### src/rtl/swp_pkg.sv
package swp_pkg;
    typedef enum logic [1:0] {
        ST_IDLE  = 2'd0,
        ST_LOAD  = 2'd1,
        ST_PULSE = 2'd2,
        ST_INCR  = 2'd3
    } swp_state_e;
endpackage

### src/rtl/swp_pulse_timer.sv
module swp_pulse_timer #(
    parameter int PULSE_CYC = 8
) (
    input  logic clk,
    input  logic rst_n,
    input  logic clr,
    input  logic start,
    output logic active,
    output logic last
);
    localparam int PCW = $clog2(PULSE_CYC + 1);

    logic [PCW-1:0] cnt_d, cnt_q;

    always_comb begin
        cnt_d = cnt_q;
        if (clr)
            cnt_d = '0;
        else if (start)
            cnt_d = PCW'(PULSE_CYC);
        else if (cnt_q != '0)
            cnt_d = cnt_q - 1'b1;
    end

    always_ff @(posedge clk or negedge rst_n) begin
        if (!rst_n) cnt_q <= '0;
        else        cnt_q <= cnt_d;
    end

    assign active = (cnt_q != '0);
    assign last   = (cnt_q == PCW'(1));

    a_r4_no_restart: assert property (@(posedge clk) disable iff (!rst_n)
        (active && !clr) |-> !start)
        else $error("timer restarted while running");
endmodule

### src/rtl/swp_word_ctr.sv
module swp_word_ctr #(
    parameter int WORDS = 16,
    localparam int AW = (WORDS > 1) ? $clog2(WORDS) : 1
) (
    input  logic          clk,
    input  logic          rst_n,
    input  logic          clr,
    input  logic          inc,
    output logic [AW-1:0] addr,
    output logic          at_last
);
    logic [AW-1:0] addr_d, addr_q;

    always_comb begin
        addr_d = addr_q;
        if (clr)
            addr_d = '0;
        else if (inc && addr_q != AW'(WORDS - 1))
            addr_d = addr_q + 1'b1;
    end

    always_ff @(posedge clk or negedge rst_n) begin
        if (!rst_n) addr_q <= '0;
        else        addr_q <= addr_d;
    end

    assign addr    = addr_q;
    assign at_last = (addr_q == AW'(WORDS - 1));

    a_r6_step: assert property (@(posedge clk) disable iff (!rst_n)
        (addr != $past(addr)) |-> (addr == $past(addr) + 1'b1 || addr == '0))
        else $error("address moved by other than one");
    a_r6_bound: assert property (@(posedge clk) disable iff (!rst_n)
        addr <= AW'(WORDS - 1))
        else $error("address past last word");
endmodule

### src/rtl/serial_word_programmer.sv
module serial_word_programmer #(
    parameter int DATA_W    = 32,
    parameter int WORDS     = 16,
    parameter int PULSE_CYC = 8,
    localparam int AW = (WORDS > 1) ? $clog2(WORDS) : 1
) (
    input  logic              clk,
    input  logic              rst_n,
    input  logic              prog_mode,
    input  logic              rst_pol,
    input  logic              ce_n,
    input  logic              sclk_en,
    input  logic              sdin,
    output logic              wr_en,
    output logic [AW-1:0]     wr_addr,
    output logic [DATA_W-1:0] wr_data,
    output logic              data_oe,
    output logic              cas_out,
    output logic              cas_oe,
    output logic              err_flag,
    output logic              ovf_flag
);
    import swp_pkg::*;

    localparam int BCW = $clog2(DATA_W);
    localparam logic [BCW-1:0] LAST_BIT = BCW'(DATA_W - 1);
    localparam int HCW = $clog2(PULSE_CYC + 2) + 1;

    typedef struct packed {
        swp_state_e       st;
        logic [DATA_W-1:0] latch;
        logic [BCW-1:0]   bits;
        logic             err;
        logic             ovf;
        logic             full;
        logic             doe;
    } ctl_t;

    ctl_t ctl_d, ctl_q;
    logic tmr_start, tmr_active, tmr_last;
    logic ctr_inc, ctr_last;
    logic [AW-1:0] ctr_addr;

    swp_pulse_timer #(.PULSE_CYC(PULSE_CYC)) u_tmr (
        .clk    (clk),
        .rst_n  (rst_n),
        .clr    (!prog_mode),
        .start  (tmr_start),
        .active (tmr_active),
        .last   (tmr_last)
    );

    swp_word_ctr #(.WORDS(WORDS)) u_ctr (
        .clk     (clk),
        .rst_n   (rst_n),
        .clr     (!prog_mode),
        .inc     (ctr_inc),
        .addr    (ctr_addr),
        .at_last (ctr_last)
    );

    always_comb begin
        ctl_d     = ctl_q;
        tmr_start = 1'b0;
        ctr_inc   = 1'b0;
        ctl_d.doe = prog_mode && ce_n && (ctl_q.st != ST_LOAD);
        if (!prog_mode) begin
            ctl_d    = '0;
            ctl_d.st = ST_IDLE;
        end else begin
            case (ctl_q.st)
                ST_IDLE: begin
                    if (!ce_n) begin
                        ctl_d.latch = '0;
                        ctl_d.bits  = '0;
                        ctl_d.st    = ST_LOAD;
                    end
                end
                ST_LOAD: begin
                    if (!ce_n) begin
                        ctl_d.latch = '0;
                        ctl_d.bits  = '0;
                    end else if (sclk_en) begin
                        if (ctl_q.full) begin
                            ctl_d.ovf = 1'b1;
                        end else begin
                            ctl_d.latch = {ctl_q.latch[DATA_W-2:0], sdin};
                            if (ctl_q.bits == LAST_BIT) begin
                                ctl_d.bits = '0;
                                ctl_d.st   = ST_PULSE;
                                tmr_start  = 1'b1;
                            end else begin
                                ctl_d.bits = ctl_q.bits + 1'b1;
                            end
                        end
                    end
                end
                ST_PULSE: begin
                    if (sclk_en)  ctl_d.err = 1'b1;
                    if (tmr_last) ctl_d.st  = ST_INCR;
                end
                ST_INCR: begin
                    if (sclk_en) begin
                        if (ctr_last) ctl_d.full = 1'b1;
                        else          ctr_inc    = 1'b1;
                        ctl_d.st = ST_IDLE;
                    end
                end
                default: ctl_d.st = ST_IDLE;
            endcase
        end
    end

    always_ff @(posedge clk or negedge rst_n) begin
        if (!rst_n) begin
            ctl_q    <= '0;
            ctl_q.st <= ST_IDLE;
        end else begin
            ctl_q <= ctl_d;
        end
    end

    assign wr_en    = tmr_active;
    assign wr_addr  = ctr_addr;
    assign wr_data  = ctl_q.latch;
    assign data_oe  = ctl_q.doe;
    assign err_flag = ctl_q.err;
    assign ovf_flag = ctl_q.ovf;
    assign cas_oe   = prog_mode;
    assign cas_out  = prog_mode & rst_pol;

    // strobe width monitor
    logic [HCW-1:0] hi_cnt_q;
    always_ff @(posedge clk or negedge rst_n) begin
        if (!rst_n)     hi_cnt_q <= '0;
        else if (wr_en) hi_cnt_q <= hi_cnt_q + 1'b1;
        else            hi_cnt_q <= '0;
    end

    always_ff @(posedge clk) begin
        if (rst_n) begin
            a_r4_width_max: assert (hi_cnt_q <= HCW'(PULSE_CYC))
                else $error("write strobe too long");
            if (!wr_en && hi_cnt_q != '0 && prog_mode)
                a_r4_width_exact: assert (hi_cnt_q == HCW'(PULSE_CYC))
                    else $error("write strobe width wrong");
        end
    end

    a_r5_hold: assert property (@(posedge clk) disable iff (!rst_n)
        (wr_en && $past(wr_en)) |-> ($stable(wr_data) && $stable(wr_addr)))
        else $error("latch or address moved during strobe");
    a_r10_exit: assert property (@(posedge clk) disable iff (!rst_n)
        !prog_mode |=> (!wr_en && !err_flag && !ovf_flag && wr_addr == '0))
        else $error("state kept after leaving mode");
    a_r9_doe: assert property (@(posedge clk) disable iff (!rst_n)
        data_oe |-> ($past(ce_n) && $past(prog_mode)))
        else $error("data pin driven with chip enable low");
endmodule

### config.mk
export PLATFORM = sky130hd
export DESIGN_NAME = serial_word_programmer
export DESIGN_NICKNAME = d
export VERILOG_FILES = /design/src/rtl/swp_pkg.sv /design/src/rtl/swp_pulse_timer.sv /design/src/rtl/swp_word_ctr.sv /design/src/rtl/serial_word_programmer.sv
export SDC_FILE = /design/constraint.sdc
export NUM_CORES = 1
export LEC_CHECK = 0
export ABC_AREA = 1
export BUFFER_PORTS_ARGS = -buffer_cell sky130_fd_sc_hd__buf_2
export CAP_MARGIN = 20
export CELL_PAD_IN_SITES_DETAIL_PLACEMENT = 1
export CELL_PAD_IN_SITES_GLOBAL_PLACEMENT = 2
export CORE_MARGIN = 4
export CORE_UTILIZATION = 32
export DETAILED_ROUTE_END_ITERATION = 6
export HOLD_SLACK_MARGIN = 0.15
export PLACE_DENSITY = 0.75
export SETUP_SLACK_MARGIN = 0.3
export SYNTH_ARGS = -nofsm -noshare
export SYNTH_HDL_FRONTEND = slang
export SYNTH_SLANG_ARGS = --single-unit
### constraint.sdc
create_clock -name clk -period 2 [get_ports clk]
set_input_delay 0.2 -clock clk [delete_from_list [all_inputs] [get_ports clk]]
set_output_delay 0.2 -clock clk [all_outputs]
set_load 0.02 [all_outputs]
==> impl_metrics.tcl <==
set metrics [dict create \
    r2r_start "ctl_q[4]" \
    skew_ns 0.0122 \
    final_common_cell "nand2_1" \
    synth_area_mm2 0.00264 \
    yosys.area_share.simple 0.214 \
    initial_core_util 0.335 \
    die-area_mm2 0.00977 \
    slowest_delay_ns 0.43 \
    worstPathArrival_ns 1.87 \
    cp.required_ns 2.26 \
    synth_xor_xnor_area_share 0.00332 \
    root_buffer "clkbuf_8" \
    vias 1931 \
    insertion_delay_ns 0.31 \
    final_cell_mix "nand2_1 (99), dfrtp_1 (51), buf_2 (48), o21ai_1 (36), inv_1 (22)" \
    syn_avg_cell_area_um2 8.36 \
    cp_cell_sequence "ha_2, inv_1, nor3_2, ha_2, nor3_1, o21ai_0, nand2_1, nand2_1, inv_1" \
    muxShareOfSynthArea 0 \
    rsz0062_at_grt "true" \
    path_class "register to register" \
    ys_types 24 \
    postRouteAntennaNets 0 \
    slew_violations 0 \
    num_antenna_cells 0 \
    firstDrtPassIters 4 \
    setup_viol 0 \
    htree_num_levels 2 \
    grt-ovfl-total 0 \
    start_kind "register" \
    place.gp.congestion 0.767 \
    synth_top_family_by_area "simple AND/OR/NAND/NOR gates" \
    cts_buffers 5 \
    synth_nets 332 \
    end_kind "register" \
    synth_fa_ha_area_frac 0.0426 \
    drv_cap 0 \
    grtUsageTotal 0.121 \
    hold_viol_final 0 \
    timing.hold.worst.class "primary input to register" \
    area_growth_pct 10.7 \
    antenna_found_initial 0 \
    p_per_area_mw_per_mm2 940 \
    num_rows 32 \
    leakagePower_uw 0.00150 \
    avgViaCountPerCell 4.40 \
    synth_seq_cells 51 \
    cp_slowest_cell "dfrtp_1" \
    cts_sinks 51 \
    ys_warn_count 0 \
    layout_min_cycle_time_ns 1.61 \
    ys_seq_area_frac 0.483 \
    grt_pass1_vias 1935 \
    crit_fanout 4 \
    worstSetupStartpoint "ctl_q[4]" \
    routed_wl_um 5600 \
    finalSetupTns_ns 0 \
    drc 0 \
    status "complete, no violations" \
    hpwl_um 3990 \
    routedWlPerCell_um 12.7 \
    timing.final.crit_share 0.804 \
    fp.coreArea_mm2 0.00789 \
    fin_util 0.371 \
    clock.fmax_mhz 622 \
    whs_ns 0.168 \
    die_y_um 98.9 \
    tightest_slew_ns 0.502 \
    final_layout_size_suffix_gt1_frac 0.223 \
    grt_start_max_net_pins 36 \
    synth-compound-area-share 0.0938 \
    portBuffers 48 \
    synth_edf_count 0 \
    cts_tree "yes" \
    synth-main-ff-cell "dfrtp_1" \
    cts_buffer_depth 2 \
    fin_nets 352 \
    ios 49 \
    clkTransAtPathRegs_ns 0.10 \
    irDropWorstVdd_v 0.000355 \
    syn-instance-count 316 \
    slew_headroom 0.665 \
    synthArstFlopShare 1.00 \
    drtIter0Drc 41 \
    fp.dieW_um 98.9 \
    grt_pass1_wl_um 9640 \
    r2r_cells 9 \
    holdPathStages 3 \
    hp-start "sdin" \
]
==> synthesized netlist by cell type (all sizes together) (3+ instances only) <==
library cell / n / area [um^2]
a21oi: 3 / 15.0
buf: 43 / 334
dfrtp: 51 / 1280
ha: 9 / 113
inv: 25 / 93.8
nand2: 102 / 393
nand3: 11 / 55.1
nand4: 3 / 18.8
nor2: 18 / 77.6
nor3: 4 / 20.0
o21ai: 42 / 210
==> area by class of cell <==
cell class / count / area (um^2)
tap: 102 / 128
sequential: 51 / 1280
timing repair buffer: 57 / 358
clock inverter: 1 / 8.76
clock buffer: 7 / 86.3
inverter: 25 / 93.8
fill: 977 / 4960
multi-input combinational: 196 / 972
==> state kept, by name, indices dropped and copies added, names as in the netlist <==
| signal | cells |
|---|---|
| err_flag | 1 |
| wr_data | 32 |
| u_tmr.cnt_q | 4 |
| data_oe | 1 |
| u_ctr.addr | 4 |
| ovf_flag | 1 |
| ctl_q | 8 |
==> final timing paths <==
kind	end	slack, ns
min in group asynchronous	ctl_q[6]	0.38
setup / recovery	ctl_q[6]	0.39
max in group asynchronous	wr_data[0]	1.06
hold reg to reg	ctl_q[7]	0.50
hold / removal	wr_data[0]	0.17
setup reg to reg	ctl_q[6]	0.39
==> critical path: cells and delay by family (launching register included) <==
family | cells | cell delay (ns)
simple gates | 4 | 0.49
compound gates | 1 | 0.14
fa+ha+maj | 2 | 0.38
flops | 1 | 0.43
buf+inv | 2 | 0.12
==> cells by family (layout without fill, tap and decap cells) <==
| logic type | Yosys count | after routing |
|---|---|---|
| xor+xnor | 1 | 1 |
| buf+inv | 69 | 90 |
| simple gates | 138 | 138 |
| fa+ha+maj | 9 | 9 |
| compound gates | 48 | 48 |
| flops | 51 | 51 |
==> where the power goes <==
| group | leakage, uW | total (uW) | internal, uW | switching [uW] |
|---|---|---|---|---|
| clock | 0.0000484 | 634 | 284 | 350 |
| sequential | 0.000705 | 1180 | 1110 | 69.6 |
| combinational | 0.000741 | 936 | 334 | 602 |
| total | 0.00150 | 2750 | 1730 | 1020 |
==> timing repair <==
item	in CTS	in global routing
setup endpoints to repair	36	43
cloned	0	0
setup buffers	0	1
pin swaps	0	3
endpoints found under the hold margin	17	0
resized for setup	3	8
hold buffers	2	0
==> routing by layer <==
layer,global-route usage,vias up,routed length [um]
met4,0.0410,0,84
met3,0.0226,6,209
met5,0,-,0
met1,0.172,893,2790
met2,0.183,29,2510
li1,-,1003,-
==> stage by stage <==
step | area (um^2) | cells | setup WS [ns] | total power [uW]
after global placement | 2750 | 428 | 0.201 | 2080
after CTS | 2890 | 438 | 0.305 | 2770
final | 2920 | 439 | 0.391 | 2750
after global routing | 2920 | 439 | 0.254 | 2960
after floorplan | 2640 | 316 | 0.493 | 1880
after detailed placement | 2750 | 428 | 0.185 | 2090
No activity file was read; power rests on OpenSTA's default activity.
